**src/rtl/a429_tx_pkg.sv**
```systemverilog
package a429_tx_pkg;
  typedef enum logic [1:0] {
    ST_IDLE = 2'd0,
    ST_DATA = 2'd1,
    ST_NULL = 2'd2,
    ST_GAP  = 2'd3
  } tx_state_e;
endpackage

```
**src/rtl/a429_phase_timer.sv**
```systemverilog
module a429_phase_timer #(
  parameter int CNT_W = 9
) (
  input  logic             clk_i,
  input  logic             rst_ni,
  input  logic             run_i,
  input  logic             clr_i,
  input  logic [CNT_W-1:0] len_i,
  output logic             last_o
);
  logic [CNT_W-1:0] cnt_q;

  assign last_o = run_i && (cnt_q == len_i - CNT_W'(1));

  always_ff @(posedge clk_i or negedge rst_ni) begin
    if (!rst_ni)               cnt_q <= '0;
    else if (clr_i || last_o)  cnt_q <= '0;
    else if (run_i)            cnt_q <= cnt_q + CNT_W'(1);
  end
endmodule

```
**src/rtl/a429_word_shifter.sv**
```systemverilog
module a429_word_shifter #(
  parameter int WORD_W = 31
) (
  input  logic              clk_i,
  input  logic              rst_ni,
  input  logic              load_i,
  input  logic [WORD_W-1:0] word_i,
  input  logic              par_even_i,
  input  logic              shift_i,
  output logic              bit_o
);
  localparam int FRAME_W = WORD_W + 1;

  logic [FRAME_W-1:0] sreg_q;
  logic               par_bit;

  // odd frame parity unless even selected
  assign par_bit = (^word_i) ^ ~par_even_i;
  assign bit_o   = sreg_q[0];

  always_ff @(posedge clk_i or negedge rst_ni) begin
    if (!rst_ni)       sreg_q <= '0;
    else if (load_i)   sreg_q <= {par_bit, word_i};
    else if (shift_i)  sreg_q <= {1'b0, sreg_q[FRAME_W-1:1]};
  end
endmodule

```
**src/rtl/a429_line_router.sv**
```systemverilog
module a429_line_router (
  input  logic drive_i,
  input  logic bit_i,
  input  logic self_test_n_i,
  output logic line_hi_o,
  output logic line_lo_o,
  output logic loop1_hi_o,
  output logic loop1_lo_o,
  output logic loop2_hi_o,
  output logic loop2_lo_o
);
  logic hi, lo;

  assign hi = drive_i & bit_i;
  assign lo = drive_i & ~bit_i;

  always_comb begin
    line_hi_o  = 1'b0;
    line_lo_o  = 1'b0;
    loop1_hi_o = 1'b0;
    loop1_lo_o = 1'b0;
    loop2_hi_o = 1'b0;
    loop2_lo_o = 1'b0;
    if (self_test_n_i) begin
      line_hi_o = hi;
      line_lo_o = lo;
    end else begin
      loop1_hi_o = hi;
      loop1_lo_o = lo;
      loop2_hi_o = lo;
      loop2_lo_o = hi;
    end
  end
endmodule

```
**src/rtl/a429_tx_serializer.sv**
```systemverilog
module a429_tx_serializer
  import a429_tx_pkg::*;
#(
  parameter int WORD_W  = 31,
  parameter int HS_HALF = 5,
  parameter int HS_GAP  = 40,
  parameter int LS_HALF = 40,
  parameter int LS_GAP  = 320
) (
  input  logic              clk_i,
  input  logic              rst_ni,
  input  logic              enable_i,
  input  logic              word_valid_i,
  input  logic [WORD_W-1:0] word_i,
  input  logic              speed_lo_i,
  input  logic              parity_even_i,
  input  logic              self_test_n_i,
  output logic              pop_o,
  output logic              word_done_o,
  output logic              line_hi_o,
  output logic              line_lo_o,
  output logic              loop1_hi_o,
  output logic              loop1_lo_o,
  output logic              loop2_hi_o,
  output logic              loop2_lo_o
);
  localparam int FRAME_W = WORD_W + 1;
  localparam int IDX_W   = $clog2(FRAME_W);
  localparam int MAX_A   = (HS_HALF > HS_GAP) ? HS_HALF : HS_GAP;
  localparam int MAX_B   = (LS_HALF > LS_GAP) ? LS_HALF : LS_GAP;
  localparam int MAX_LEN = (MAX_A > MAX_B) ? MAX_A : MAX_B;
  localparam int CNT_W   = $clog2(MAX_LEN + 1);

  tx_state_e        state_q;
  logic [IDX_W-1:0] idx_q;
  logic             spd_q;
  logic [CNT_W-1:0] half_len, gap_len, len;
  logic             run, last, in_word, abort, pop_slot, last_bit, shift_bit, tx_bit;

  assign half_len  = spd_q ? CNT_W'(LS_HALF) : CNT_W'(HS_HALF);
  assign gap_len   = spd_q ? CNT_W'(LS_GAP)  : CNT_W'(HS_GAP);
  assign len       = (state_q == ST_GAP) ? gap_len : half_len;
  assign run       = (state_q != ST_IDLE);
  assign in_word   = (state_q == ST_DATA) || (state_q == ST_NULL);
  assign abort     = in_word && !enable_i;
  assign pop_slot  = (state_q == ST_IDLE) || ((state_q == ST_GAP) && last);
  assign pop_o     = pop_slot && enable_i && word_valid_i;
  assign last_bit  = (idx_q == IDX_W'(FRAME_W - 1));
  assign shift_bit = (state_q == ST_NULL) && last && !abort;
  assign word_done_o = shift_bit && last_bit;

  a429_phase_timer #(.CNT_W(CNT_W)) u_timer (
    .clk_i  (clk_i),
    .rst_ni (rst_ni),
    .run_i  (run),
    .clr_i  (pop_o || abort),
    .len_i  (len),
    .last_o (last)
  );

  a429_word_shifter #(.WORD_W(WORD_W)) u_shift (
    .clk_i      (clk_i),
    .rst_ni     (rst_ni),
    .load_i     (pop_o),
    .word_i     (word_i),
    .par_even_i (parity_even_i),
    .shift_i    (shift_bit),
    .bit_o      (tx_bit)
  );

  a429_line_router u_route (
    .drive_i       (state_q == ST_DATA),
    .bit_i         (tx_bit),
    .self_test_n_i (self_test_n_i),
    .line_hi_o     (line_hi_o),
    .line_lo_o     (line_lo_o),
    .loop1_hi_o    (loop1_hi_o),
    .loop1_lo_o    (loop1_lo_o),
    .loop2_hi_o    (loop2_hi_o),
    .loop2_lo_o    (loop2_lo_o)
  );

  always_ff @(posedge clk_i or negedge rst_ni) begin
    if (!rst_ni) begin
      state_q <= ST_IDLE;
      idx_q   <= '0;
      spd_q   <= 1'b0;
    end else if (pop_o) begin
      state_q <= ST_DATA;
      idx_q   <= '0;
      spd_q   <= speed_lo_i;
    end else begin
      unique case (state_q)
        ST_IDLE: ;
        ST_DATA: begin
          if (abort)     state_q <= ST_IDLE;
          else if (last) state_q <= ST_NULL;
        end
        ST_NULL: begin
          if (abort) state_q <= ST_IDLE;
          else if (last) begin
            if (last_bit) state_q <= ST_GAP;
            else begin
              state_q <= ST_DATA;
              idx_q   <= idx_q + IDX_W'(1);
            end
          end
        end
        ST_GAP: if (last) state_q <= ST_IDLE;
        default: state_q <= ST_IDLE;
      endcase
    end
  end
endmodule

```
**config.mk**
```make
export PLATFORM = sky130hd
export DESIGN_NAME = a429_tx_serializer
export DESIGN_NICKNAME = d
export VERILOG_FILES = /design/src/rtl/a429_tx_pkg.sv /design/src/rtl/a429_phase_timer.sv /design/src/rtl/a429_word_shifter.sv /design/src/rtl/a429_line_router.sv /design/src/rtl/a429_tx_serializer.sv
export SDC_FILE = /design/constraint.sdc
export NUM_CORES = 1
export LEC_CHECK = 0
export CAP_MARGIN = 0
export CORE_MARGIN = 2
export CORE_UTILIZATION = 40
export DETAILED_ROUTE_END_ITERATION = 12
export DONT_BUFFER_PORTS = 1
export GPL_TIMING_DRIVEN = 0
export PLACE_DENSITY_LB_ADDON = 0.1
export RECOVER_POWER = 50
export SLEW_MARGIN = 20
export SYNTH_ARGS = -nofsm -noshare
export SYNTH_HDL_FRONTEND = slang
export SYNTH_SLANG_ARGS = --single-unit
export TNS_END_PERCENT = 30
```
**constraint.sdc**
```tcl
create_clock -name clk_i -period 2.5 [get_ports clk_i]
set_clock_uncertainty 0.1 [all_clocks]
set_input_delay 0.25 -clock clk_i [delete_from_list [all_inputs] [get_ports clk_i]]
set_output_delay 0.25 -clock clk_i [all_outputs]
set_load 0.005 [all_outputs]
```
== After elaboration in Yosys (flattened, before gate mapping) ==
Cells that the tools add are included.

* Flip-flop bits (word level): 49
* Bits in latches: 0
* Bits in writable memories: 0
* ROM bits: 0
* Input bits: 38
* Output and inout port bits: 8
* Logic and storage cells: 71
* Memories kept: 0

* Add/sub/neg operators: 3
* $mul: 0
* Divide/modulo/power cells: 0
* Order comparisons: 0
* Equality and inequality tests: 10
* Shift operators: 0
* Muxes and demuxes: 24
* Bitwise gates (word level): 5
* Reductions and logical operators: 24

{| class="wikitable"
|+ Operators by type and width
! cell !! count
|-
| $mux 32 || 2
|-
| $mux 9 || 4
|-
| $reduce_xor 31->1 || 1
|-
| $mux 5 || 5
|-
| $mux 2 || 7
|-
| $reduce_bool 2->1 || 5
|-
| $add 9x1->9 const B || 1
|-
| $eq 9x9->1 || 1
|-
| $sub 9x1->9 const B || 1
|-
| $logic_and 1x1->1 || 8
|-
| $ne 4x4->1 const B || 2
|-
| $reduce_and 4->1 || 2
|-
| $mux 6 || 1
|-
| $pmux 2 s3 || 1
|-
| $add 5x1->5 const B || 1
|-
| $eq 5x5->1 const B || 1
|-
| $eq 2x2->1 const B || 2
|-
| $logic_or 1x1->1 || 4
|-
| $mux 1 || 4
|-
| $ne 2x2->1 const B || 2
|-
| $reduce_bool 4->1 || 1
|-
| $ne 3x3->1 const B || 1
|-
| $and 1x1->1 || 2
|-
| $eq 2x1->1 const B || 1
|-
| other kinds (4) || 6
|}

== Depth between registers and ports, before layout ==
Gate-level depths: netlist (run 1).

* Depth after elaboration: 12
* Mapped depth: 9

== Modules after synthesis ==
A second synthesis (run 1) with hierarchy kept.

* Cells, all modules: 319
* Area, all modules: 3,099.2 um^2

{| class="wikitable"
|+ Modules (own cells, without submodules)
! module !! instances !! cells an instance !! area an instance (um^2) !! sequential area each (um^2)
|-
| a429_word_shifter || 1 || 169 || 1,714.1 || 800.8
|-
| a429_phase_timer || 1 || 84 || 765.7 || 225.2
|-
| a429_tx_serializer || 1 || 60 || 566.8 || 200.2
|-
| a429_line_router || 1 || 6 || 52.6 || 0.0
|}

== Worst setup path before layout (run 1) ==
Ideal clock, no wire load.

* Path type: register to register
* From: reg state_q[0]
* To: reg u_shift.sreg_q[1]
* Setup time: 0.127 ns
* Arrival time: 2.214 ns
* Setup slack: 0.059 ns
* Cell stages (with the launch flop): 9
* Clock period less this slack: 2.441 ns
* Cells stage by stage: dfrtp_1 > inv_1 > ha_1 > nor4b_1 > nand3_1 > nand3b_1 > clkbuf_1 > mux2i_1 > o21ai_0

* Word-level cells in the longest chain between the ends: 10
* Elaborated cells between the ends (all ways): 20
* Classes of those cells: add/sub (1); eq/ne (4); mux (2); reduce/logical (13)

{| class="wikitable"
|+ RTL lines
! item !! RTL line !! source
|-
| start: declaration || a429_tx_serializer.sv:34 || <nowiki>tx_state_e state_q;</nowiki>
|-
| start signal: assignment || a429_tx_serializer.sv:85 || <nowiki>state_q <= ST_IDLE;</nowiki>
|-
| start signal: assignment || a429_tx_serializer.sv:89 || <nowiki>state_q <= ST_DATA;</nowiki>
|-
| start signal: assignment || a429_tx_serializer.sv:96 || <nowiki>if (abort) state_q <= ST_IDLE;</nowiki>
|-
| $eq 2x2->1 || a429_tx_serializer.sv:42, a429_tx_serializer.sv:46 ||
|-
| $mux 9 || a429_tx_serializer.sv:42 || <nowiki>assign len = (state_q == ST_GAP) ? gap_len : half_len;</nowiki>
|-
| $sub 9x1->9 || a429_phase_timer.sv:13 || <nowiki>assign last_o = run_i && (cnt_q == len_i - CNT_W'(1));</nowiki>
|-
| $eq 9x9->1 || a429_phase_timer.sv:13 ||
|-
| $logic_and 1x1->1 || a429_phase_timer.sv:13 ||
|-
| $logic_and 1x1->1 || a429_tx_serializer.sv:46 || <nowiki>assign pop_slot = (state_q == ST_IDLE) || ((state_q == ST_GAP) && last);</nowiki>
|-
| $logic_or 1x1->1 || a429_tx_serializer.sv:46 ||
|-
| $logic_and 1x1->1 (2 in series) || a429_tx_serializer.sv:47 || <nowiki>assign pop_o = pop_slot && enable_i && word_valid_i;</nowiki>
|-
| $mux 32 / $reduce_bool 2->1 (equally long branches) || -- ||
|-
| end signal: assignment || a429_word_shifter.sv:23 || <nowiki>else if (load_i) sreg_q <= {par_bit, word_i};</nowiki>
|-
| end signal: assignment || a429_word_shifter.sv:24 || <nowiki>else if (shift_i) sreg_q <= {1'b0, sreg_q[FRAME_W-1:1]};</nowiki>
|-
| end: declaration || a429_word_shifter.sv:14 || <nowiki>logic [FRAME_W-1:0] sreg_q;</nowiki>
|}

Several ways; a longest one is shown, not always the timed one.
A chain may end at the register's enable or synchronous reset.

== Worst setup path in the final report (run 1) ==
* From: reg state_q[0]
* To: out pop_o

* Word-level cells in the longest chain between the ends: 9
* Elaborated cells between the ends (all ways): 11
* Classes of those cells: add/sub (1); eq/ne (2); mux (1); reduce/logical (7)

{| class="wikitable"
|+ RTL lines
! item !! RTL line !! source
|-
| $eq 2x2->1 || a429_tx_serializer.sv:42, a429_tx_serializer.sv:46 ||
|-
| $mux 9 || a429_tx_serializer.sv:42 ||
|-
| $sub 9x1->9 || a429_phase_timer.sv:13 ||
|-
| $eq 9x9->1 || a429_phase_timer.sv:13 ||
|-
| $logic_and 1x1->1 || a429_phase_timer.sv:13 ||
|-
| $logic_and 1x1->1 || a429_tx_serializer.sv:46 ||
|-
| $logic_or 1x1->1 (*) || a429_tx_serializer.sv:46 ||
|-
| $logic_and 1x1->1 (*) (2 in series) || a429_tx_serializer.sv:47 ||
|-
| end: declaration || a429_tx_serializer.sv:18 || <nowiki>output logic pop_o,</nowiki>
|}

Mark *: on every way between the ends. The rest lies on a longest branch, timed or not.

==> impl_metrics.py, run 1 <==
metrics = {
    "synth": {
        "synth_warnings": 0,
        "synth_edf_count": 0,
        "yosysMostFrequentCell": "dfrtp_1",
        "synth_cell_types": 38,
        "synth_seq_cells": 49,
        "syn_nets": 355,
        "ys_async_sr_fraction_pct": 100,
        "netlist_instances": 309,
        "ys_top_cells_by_count": "dfrtp_1 (49), nand2_1 (42), o21ai_0 (36)",
        "ys_top_cells_by_area": "dfrtp_1 (42%), mux2i_1 (10%), xnor2_1 (9.7%), o21ai_0 (6.2%), nand2_1 (5.4%)",
        "yosysTopAreaCell": "dfrtp_1",
        "synth.top_cell.area_share_pct": 42.4,
        "synth_ff_type": "dfrtp_1",
        "synth.avg_cell_area_um2": 9.37,
        "seq_area_frac_synth_pct": 42.4,
        "syn_area_mm2": 0.00290,
    },
    "clocking": {
        "cts_buffers": 5,
        "cts_tree": "built",
        "htree_levels": 2,
        "clk_path_buf_depth": 2,
        "clock_latency_ns": 0.31,
        "clock_sinks": 49,
        "root_buffer": "clkbuf_8",
        "clkTransAtPathRegs_ns": 0.10,
    },
    "die": {
        "initial_utilization_pct": 40.6,
        "die_x_um": 89.1,
        "io_pins": 46,
        "fp-row-count": 31,
        "fp.dieArea_mm2": 0.00793,
        "core_area_mm2": 0.00714,
        "die_h_um": 89.1,
    },
    "setup_path": {
        "worst-r2r-cell-count": 8,
        "cp.required_ns": 2.15,
        "startpoint_type": "register",
        "crit_start": "state_q[0]$_DFFE_PN0P_",
        "arrival_ns": 2.17,
        "r2r_start": "state_q[0]$_DFFE_PN0P_",
        "worst-path-max-fanout": 5,
        "crit_type": "register to output port",
        "r2r_slack_ns": 0.04,
        "end_kind": "output port",
        "r2r-end": "idx_q[0]$_DFFE_PN0P_",
    },
    "timing": {
        "final-hold-violation-count": 0,
        "period_needed_ns": 2.52,
        "fin_tns_setup_ns": -0.0241,
        "grt_setup_unrepaired": "yes",
        "fmax_ghz": 0.396,
        "timing.slew.headroom_pct": 15.5,
        "setup_viol": 1,
        "fin_hold_ws_ns": 0.00406,
        "finalWorstSetupSlack_ns": -0.0241,
        "min_period_over_period_pct": 101,
        "slew_violations": 0,
        "worst_slew_pin_slew_ns": 1.27,
    },
    "global_routing": {
        "grt_pass1_wl_um": 11000,
        "overflow": 0,
        "grt_pass1_vias": 2258,
        "grt_max_degree": 50,
        "antenna_found_initial": 0,
        "grt_use_total_pct": 18.0,
    },
    "route": {
        "drt_first_pass_iters": 4,
        "wl_per_cell_um": 14.9,
        "ant_nets": 0,
        "vias": 2310,
        "drt-initial-drc-count": 103,
        "drc": 0,
        "drt_wl_total_um": 6960,
        "via_per_inst": 4.96,
    },
    "run_status": {
        "run_status": "finished, violations left",
        "violations": "setup timing",
    },
    "hold_path": {
        "hold_path.class": "primary input to register",
        "hp-start": "enable_i",
        "worstHoldEndpoint": "state_q[0]$_DFFE_PN0P_",
        "worstHoldPathCells": 1,
    },
    "power": {
        "peakVddDrop_v": 0.000330,
        "p_leak_uw": 0.00173,
        "power.density_mw_per_mm2": 838,
    },
    "flow_run": {
        "cap_violations": 0,
    },
    "placement": {
        "io_buffers": 0,
        "gp_congestion": 0.722,
        "dpl.hpwl_um": 4370,
    },
    "finish": {
        "multi_input_area_mm2": 0.00162,
        "drive_above_1_share_pct": 14.7,
        "antennaDiodeCount": 0,
        "utilization_pct": 51.7,
        "ff_latch_area_mm2": 0.00123,
        "nNetsFinal": 412,
        "nFillCells": 703,
        "area_growth_pct": 27.5,
    },
}
[critical path: stages, from the launching register on]
cell and delay, ns:
dfrtp_2 0.46, ha_4 0.18, or4_4 0.49, o21ai_4 0.18
nand4_1 0.16, a21oi_4 0.24, buf_6 0.16
[layout make-up]
cell class                 count  area share, %
multi-input combinational    234           43.8
sequential                    49           33.3
timing repair buffer          50           12.8
tap                           99           3.35
buffer                        16           3.22
clock buffer                   5           1.86
inverter                      10           1.02
clock inverter                 3          0.610
[per-layer routing]
layer	share of wire (%)	vias up	global-route usage, %
met5	0	-	0
met4	0.69	0	4.21
met3	4.2	5	3.79
met2	45	46	27.7
met1	50	1098	26.0
li1	-	1161	-
[logic make-up after synthesis]
logic type | Yosys count | share of synthesized area, %
AOI/OAI and AO/OA | 58 | 11.8
xor gates and xnor gates | 40 | 12.1
adders and majority gates | 8 | 3.46
buffers and inverters | 26 | 4.15
DFF | 49 | 42.4
muxes | 32 | 11.1
and+or+nand+nor | 96 | 15.0
[worst max-delay path by stage]
| stage | endpoint | slack [ns] | cells after the start |
|---|---|---|---|
| CTS | idx_q[2]$_DFFE_PN0P_ | -0.03 | 9 |
| detailed placement | u_shift.sreg_q[30]$_DFFE_PN0P_ | -0.52 | 8 |
| finish | pop_o | -0.02 | 6 |
| global route | pop_o | -0.11 | 6 |
| global placement | u_shift.sreg_q[25]$_DFFE_PN0P_ | -0.49 | 8 |
| floorplan | u_shift.sreg_q[1]$_DFFE_PN0P_ | 0.06 | 8 |
[stage by stage]
step           setup slack, ns  instance area, um2  power [uW]  instances
2_1_floorplan           0.0586                2900        2100        309
3_3_place_gp            -0.490                3020        2320        408
3_5_place_dp            -0.515                3020        2340        408
4_1_cts                -0.0309                3600        2990        460
5_1_grt                 -0.107                3690        3340        466
6_report               -0.0241                3690        3090        466
[flip-flops by register name, summed over array words and instances, names as in the netlist]
signal          cells
spd_q               1
u_timer.cnt_q       9
state_q             2
idx_q               5
u_shift.sreg_q     32
[placed cells by master, fill, tap and decap left out, types with 2 or more instances in the layout]
| cell type | synthesis | routed |
|---|---|---|
| mux2i_1 | 30 | 30 |
| clkinv_4 | 0 | 2 |
| clkbuf_4 | 0 | 2 |
| dfrtp_1 | 49 | 47 |
| inv_1 | 10 | 10 |
| buf_2 | 7 | 3 |
| mux2_2 | 2 | 2 |
| a21oi_1 | 6 | 5 |
| ha_1 | 8 | 5 |
| nor2_1 | 23 | 22 |
| o21ai_0 | 36 | 36 |
| clkbuf_1 | 4 | 3 |
| dfrtp_2 | 0 | 2 |
| ha_4 | 0 | 2 |
| nand2b_1 | 4 | 3 |
| dlygate4sd3_1 | 0 | 33 |
| a22o_1 | 2 | 2 |
| nand4_1 | 2 | 2 |
| nor2b_1 | 2 | 2 |
| buf_4 | 3 | 19 |
| a31oi_1 | 2 | 2 |
| o2bb2ai_1 | 2 | 2 |
| buf_6 | 0 | 3 |
| and3_1 | 5 | 5 |
| nand2_1 | 42 | 42 |
| clkbuf_8 | 0 | 5 |
| xnor2_1 | 32 | 32 |
| nand3_1 | 12 | 12 |
| xor2_1 | 8 | 8 |
[repair_timing]
action | CTS | global route
pin swaps | 3 | 0
resized for setup | 14 | 22
hold endpoints to repair | 81 | 0
hold buffers | 34 | 0
buffers inserted | 9 | 5
setup endpoints to repair | 45 | 40
gates cloned | 1 | 1
[power by group]
part	internal (uW)	switching (uW)
combinational	652	657
sequential	1090	200
clock	199	298
total	1940	1150
(Power assumes the default switching activity.)
==> run 2: changes to the inputs <==
--- a/config.mk
+++ b/config.mk
@@ -7,7 +7,7 @@
 export LEC_CHECK = 0
 export CAP_MARGIN = 0
 export CORE_MARGIN = 2
-export CORE_UTILIZATION = 40
+export CORE_UTILIZATION = 57
 export DETAILED_ROUTE_END_ITERATION = 12
 export DONT_BUFFER_PORTS = 1
 export GPL_TIMING_DRIVEN = 0
==> impl_metrics.py, run 2 (synthesis results as in run 1) <==
metrics = {
    "timing": {
        "worst_slew_pin_slew_ns": 1.20,
        "grt_setup_unrepaired": "yes",
        "fin_tns_setup_ns": -0.0499,
        "timing.slew.headroom_pct": 19.7,
        "final-hold-violation-count": 0,
        "finalWorstSetupSlack_ns": -0.0350,
        "fmax_ghz": 0.394,
        "min_period_over_period_pct": 101,
        "slew_violations": 0,
        "setup_viol": 2,
        "period_needed_ns": 2.53,
    },
    "placement": {
        "io_buffers": 0,
        "preCtsSetupSlack_ns": -0.472,
        "place_inst": 376,
        "dpl.hpwl_um": 4120,
        "gp_congestion": 0.807,
    },
    "finish": {
        "fin_cells": 426,
        "ff_latch_area_mm2": 0.00123,
        "antennaDiodeCount": 0,
        "nNetsFinal": 404,
        "drive_above_1_share_pct": 11.4,
        "nFillCells": 380,
        "multi_input_area_mm2": 0.00161,
        "top_register": "u_shift.sreg_q",
        "area_growth_pct": 23.6,
        "largest_reg_flops": 32,
        "final_common_cell": "dfrtp_1",
        "layout_common_cells": "dfrtp_1 (48), nand2_1 (42), o21ai_0 (34)",
        "top_regs": "u_shift.sreg_q (32), u_timer.cnt_q (9), idx_q (5)",
    },
    "global_routing": {
        "grt_use_total_pct": 24.3,
        "grt_max_degree": 50,
        "grt_pass1_wl_um": 10300,
        "overflow": 0,
        "grt_pass1_vias": 2347,
        "antenna_found_initial": 0,
    },
    "clocking": {
        "clkTransAtPathRegs_ns": 0.09,
        "clock_latency_ns": 0.31,
        "cts_buffers": 5,
        "root_buffer": "clkbuf_8",
        "htree_levels": 2,
        "cts_tree": "built",
        "clk_path_buf_depth": 2,
        "clock_sinks": 49,
    },
    "setup_path": {
        "cp_top_family": "simple AND/OR/NAND/NOR gates",
        "startpoint_type": "register",
        "end_kind": "output port",
        "worst-path-max-fanout": 5,
        "worst-path-buf-inv": 1,
        "cp.required_ns": 2.15,
        "cp_cell_sequence": "ha_4, or4_4, o21ai_4, nand4_1, a21oi_4, buf_6",
        "cpMaxStageDelayCell": "or4_4",
        "arrival_ns": 2.18,
        "crit_type": "register to output port",
        "critPathMaxStageDelay_ns": 0.50,
        "r2r_slack_ns": -0.01,
    },
    "route": {
        "drt_first_pass_iters": 6,
        "via_per_inst": 5.54,
        "wl_per_cell_um": 14.9,
        "vias": 2358,
        "drc": 0,
        "drt_wl_total_um": 6370,
        "drt-initial-drc-count": 124,
        "ant_nets": 0,
    },
    "power": {
        "power.density_mw_per_mm2": 867,
        "p_leak_uw": 0.00169,
        "peakVddDrop_v": 0.000562,
    },
    "die": {
        "core_area_mm2": 0.00482,
        "fp.dieArea_mm2": 0.00567,
        "io_pins": 46,
        "fp-row-count": 25,
        "die_h_um": 75.3,
        "die_x_um": 75.3,
        "initial_utilization_pct": 60.1,
    },
    "flow_run": {
        "cap_violations": 0,
    },
    "hold_path": {
        "hold_path.class": "primary input to register",
    },
    "run_status": {
        "run_status": "finished, violations left",
        "violations": "setup timing",
    },
}
-- run 2: changes by cell type in the layout (fill, tap and decap cells not counted), sizes merged --
cell,previous run,this run
bufinv,0,1
buf,26,18
clkbuf,12,14
clkinv,3,0
-- run 2: per-layer routing --
layer / global-route usage (%) / part of all wire (%) / up-vias
met5: 0 / 0 / -
met4: 7.99 / 1.3 / 0
met3: 5.09 / 5.0 / 9
met2: 41.5 / 49 / 60
met1: 30.8 / 45 / 1135
li1: - / - / 1154
-- run 2: final timing paths --
| kind | from | end | cells after the start |
|---|---|---|---|
| setup / recovery | state_q[1]$_DFFE_PN0P_ | pop_o | 6 |
| hold / removal | enable_i | state_q[0]$_DFFE_PN0P_ | 1 |
| setup reg to reg | state_q[1]$_DFFE_PN0P_ | idx_q[0]$_DFFE_PN0P_ | 8 |
| hold reg to reg | idx_q[4]$_DFFE_PN0P_ | idx_q[4]$_DFFE_PN0P_ | 1 |
| max in group asynchronous | rst_ni | state_q[1]$_DFFE_PN0P_ | 2 |
| min in group asynchronous | rst_ni | idx_q[4]$_DFFE_PN0P_ | 2 |
-- run 2: layout make-up --
class / instances / area share [%]
Multi-Input combinational cell: 234 / 45.0
Clock buffer: 7 / 2.41
Clock inverter: 1 / 0.839
Buffer: 16 / 3.01
Inverter: 10 / 1.05
Timing Repair Buffer: 42 / 11.1
Tap cell: 67 / 2.34
Sequential cell: 49 / 34.3
-- run 2: report_power, final --
group	internal, uW	switching (uW)
registers	1090	207
logic	590	629
clock network	326	263
-- run 2: what timing repair did --
action,4_1_cts,5_1_grt
gates resized for setup,16,10
pin swaps,5,1
cloned,1,0
setup endpoints to repair,42,40
setup buffers,4,3
hold endpoints to repair,81,0
hold buffers,34,0
-- run 2: stage by stage --
step / hold slack [ns] / total power [uW] / instance area, um2 / utilization, %
5_1_grt: 0.00189 / 3350 / 3580 / 74.3
3_5_place_dp: -0.145 / 2330 / 2980 / 61.8
6_report: 0.00939 / 3100 / 3580 / 74.3
2_1_floorplan: -0.146 / 2100 / 2900 / -
4_1_cts: 0.00590 / 3060 / 3560 / 73.8
3_3_place_gp: -0.145 / 2290 / 2980 / 61.8
==> run 3: changes to the inputs <==
--- a/config.mk
+++ b/config.mk
@@ -5,11 +5,11 @@
 export SDC_FILE = /design/constraint.sdc
 export NUM_CORES = 1
 export LEC_CHECK = 0
+export ABC_AREA = 1
+export BUFFER_PORTS_ARGS = -buffer_cell sky130_fd_sc_hd__buf_2
 export CAP_MARGIN = 0
-export CORE_MARGIN = 2
-export CORE_UTILIZATION = 57
+export CORE_UTILIZATION = 53
 export DETAILED_ROUTE_END_ITERATION = 12
-export DONT_BUFFER_PORTS = 1
 export GPL_TIMING_DRIVEN = 0
 export PLACE_DENSITY_LB_ADDON = 0.1
 export RECOVER_POWER = 50
==> impl_metrics.py, run 3 <==
metrics = {
    "synth": {
        "synth_warnings": 0,
        "netlist_instances": 523,
        "ys_top_cells_by_count": "nand2_1 (200), inv_1 (78), dfrtp_1 (49)",
        "synth_edf_count": 0,
        "synth_seq_cells": 49,
        "yosysMostFrequentCell": "nand2_1",
        "synth.top_cell.area_share_pct": 35.0,
        "syn_nets": 569,
        "ys_async_sr_fraction_pct": 100,
        "ys_top_cells_by_area": "dfrtp_1 (35%), nand2_1 (21%), inv_1 (8.3%), nand3_2 (5.7%), nand3_1 (5.1%)",
        "yosysTopAreaCell": "dfrtp_1",
        "synth_ff_type": "dfrtp_1",
        "synth.avg_cell_area_um2": 6.71,
        "syn_area_mm2": 0.00351,
        "synth_cell_types": 25,
        "seq_area_frac_synth_pct": 35.0,
    },
    "placement": {
        "gp_congestion": 0.821,
        "dpl_cell_area_mm2": 0.00383,
        "dpl.hpwl_um": 5400,
        "io_buffers": 45,
        "place_inst": 645,
    },
    "setup_path": {
        "r2r_start": "state_q[0]$_DFFE_PN0P_",
        "critPathCapture": "pop_o",
        "cp_common_cell": "nand2_2",
        "crit_start": "state_q[0]$_DFFE_PN0P_",
        "end_kind": "output port",
        "worst-r2r-cell-count": 14,
        "cp_cell_sequence": "inv_2, ha_4, inv_4, nand4_1, a21oi_2, o21ai_2, nor2_4, nand2_2, nand2_2, nand2_4, buf_12, clkinvlp_4, buf_2",
        "arrival_ns": 2.12,
        "startpoint_type": "register",
        "critPathMaxStageDelay_ns": 0.43,
        "worst-path-max-fanout": 5,
        "r2r_slack_ns": 0.18,
        "cpMaxStageDelayCell": "dfrtp_2",
        "worst-path-buf-inv": 5,
        "crit_cells": 13,
        "r2r-end": "u_shift.sreg_q[4]$_DFFE_PN0P_",
        "cp.required_ns": 2.15,
        "crit_type": "register to output port",
        "cp_top_family": "simple AND/OR/NAND/NOR gates",
    },
    "die": {
        "die_x_um": 83.4,
        "initial_utilization_pct": 54.9,
        "io_pins": 46,
        "fp-row-count": 29,
        "die_h_um": 83.4,
        "core_area_mm2": 0.00639,
        "fp.dieArea_mm2": 0.00695,
    },
    "finish": {
        "largest_reg_flops": 32,
        "final_common_cell": "nand2_1",
        "layout_common_cells": "nand2_1 (197), inv_1 (75), buf_2 (47), dfrtp_1 (47), nand3_1 (36)",
        "top_regs": "u_shift.sreg_q (32), u_timer.cnt_q (9), idx_q (5)",
        "antennaDiodeCount": 0,
        "utilization_pct": 64.7,
        "fin_cells": 665,
        "nFillCells": 587,
        "area_growth_pct": 17.8,
        "top_register": "u_shift.sreg_q",
        "nNetsFinal": 633,
        "drive_above_1_share_pct": 19.6,
        "final_cell_area_mm2": 0.00413,
    },
    "timing": {
        "fin_hold_ws_ns": 0.0680,
        "worst_slew_pin_slew_ns": 1.19,
        "period_needed_ns": 2.47,
        "timing.slew.headroom_pct": 20.4,
        "setup_viol": 0,
        "fin_tns_setup_ns": 0,
        "min_period_over_period_pct": 98.8,
        "final-hold-violation-count": 0,
        "grt_setup_unrepaired": "yes",
        "slew_violations": 0,
        "fmax_ghz": 0.405,
    },
    "run_status": {
        "run_status": "finished, final reports clean",
    },
    "route": {
        "vias": 3328,
        "drc": 0,
        "drt-initial-drc-count": 177,
        "drt_wl_total_um": 7370,
        "via_per_inst": 5.00,
        "ant_nets": 0,
        "wl_per_cell_um": 11.1,
        "drt_first_pass_iters": 5,
    },
    "power": {
        "p_leak_uw": 0.00234,
        "peakVddDrop_v": 0.000674,
        "power.density_mw_per_mm2": 809,
    },
    "clocking": {
        "clk_path_buf_depth": 2,
        "htree_levels": 2,
        "clock_sinks": 49,
        "clkTransAtPathRegs_ns": 0.09,
        "cts_buffers": 5,
        "root_buffer": "clkbuf_8",
        "clock_latency_ns": 0.30,
        "cts_tree": "built",
    },
    "hold_path": {
        "hold_path.class": "primary input to register",
    },
    "global_routing": {
        "overflow": 0,
        "grt_max_degree": 50,
        "antenna_found_initial": 0,
        "grt_use_total_pct": 22.1,
        "grt_pass1_vias": 3094,
        "grt_pass1_wl_um": 12900,
    },
    "flow_run": {
        "cap_violations": 0,
    },
}
run 3: where the power goes:
part / total (uW) / switching (uW) / internal [uW]
Sequential: 1290 / 197 / 1090
Clock: 588 / 261 / 327
Combinational: 1470 / 823 / 645
Total: 3340 / 1280 / 2060
run 3: per-stage QoR:
step,power (uW),worst slack [ns]
after global routing,3630,-0.0566
after global placement,2550,0.0629
after floorplan,2290,0.459
final,3340,0.0289
after CTS,3240,0.00696
after detailed placement,2600,0.0265
run 3: repair_timing:
item                                    4_1_cts  5_1_grt
setup buffers                                 2        9
gates resized for setup                      14       12
endpoints found under the setup margin        2        2
endpoints found under the hold margin         0       49
hold buffers                                  0        1
pin swaps                                     0        3
run 3: how the worst min path moves through the flow:
stage | from | endpoint | slack (ns) | cells after the start
after global placement | idx_q[3]$_DFFE_PN0P_ | idx_q[3]$_DFFE_PN0P_ | 0.35 | 2
after detailed placement | speed_lo_i | spd_q$_DFFE_PN0P_ | 0.37 | 3
after global routing | speed_lo_i | spd_q$_DFFE_PN0P_ | 0.06 | 3
after CTS | speed_lo_i | spd_q$_DFFE_PN0P_ | 0.06 | 3
final | speed_lo_i | spd_q$_DFFE_PN0P_ | 0.07 | 3
after floorplan | rst_ni | idx_q[0]$_DFFE_PN0P_ | -0.15 | 0
run 3: logic make-up (layout without fill, tap and decap cells):
logic type               Yosys count  after routing  share of synthesized area, %
adder cells (fa/ha/maj)            8              8                          2.85
multiplexers                       1              1                         0.285
AND/OR/NAND/NOR                  305            305                          38.6
AO/OA/AOI/OAI                     42             42                          6.13
XOR/XNOR                          20             20                          4.99
flip-flops                        49             49                          35.0
buffers and inverters             98            163                          12.2
run 3: worst reg2reg max path, cell delays in order, from the launching register on:
cell and delay, ns:
dfrtp_2 0.43, inv_2 0.08, ha_4 0.18, inv_4 0.07, nand4_1 0.12, a21oi_2 0.15
o21ai_2 0.10, nor2_4 0.17, nand3_4 0.09, buf_4 0.17, clkbuf_1 0.22, nand2_1 0.12
nand3_1 0.07, o21ai_1 0.08, inv_1 0.06
run 3: layout make-up:
class	count	area, um2	share of cell area [%]
buffer	16	139	3.36
clock buffer	7	86.3	2.09
clock inverter	1	30.0	0.727
inverter	82	314	7.60
multi-input combinational	376	1920	46.5
sequential	49	1230	29.7
tap	77	96.3	2.33
timing repair buffer	57	317	7.66
run 3: per-layer routing:
layer / wire (um) / GRT usage [%] / part of all wire [%] / vias to the layer above
met5: 0 / 0 / 0 / -
met4: 60 / 4.70 / 0.81 / 0
met3: 256 / 3.38 / 3.5 / 6
met2: 3770 / 41.4 / 51 / 64
met1: 3290 / 26.6 / 45 / 1515
li1: - / - / - / 1743
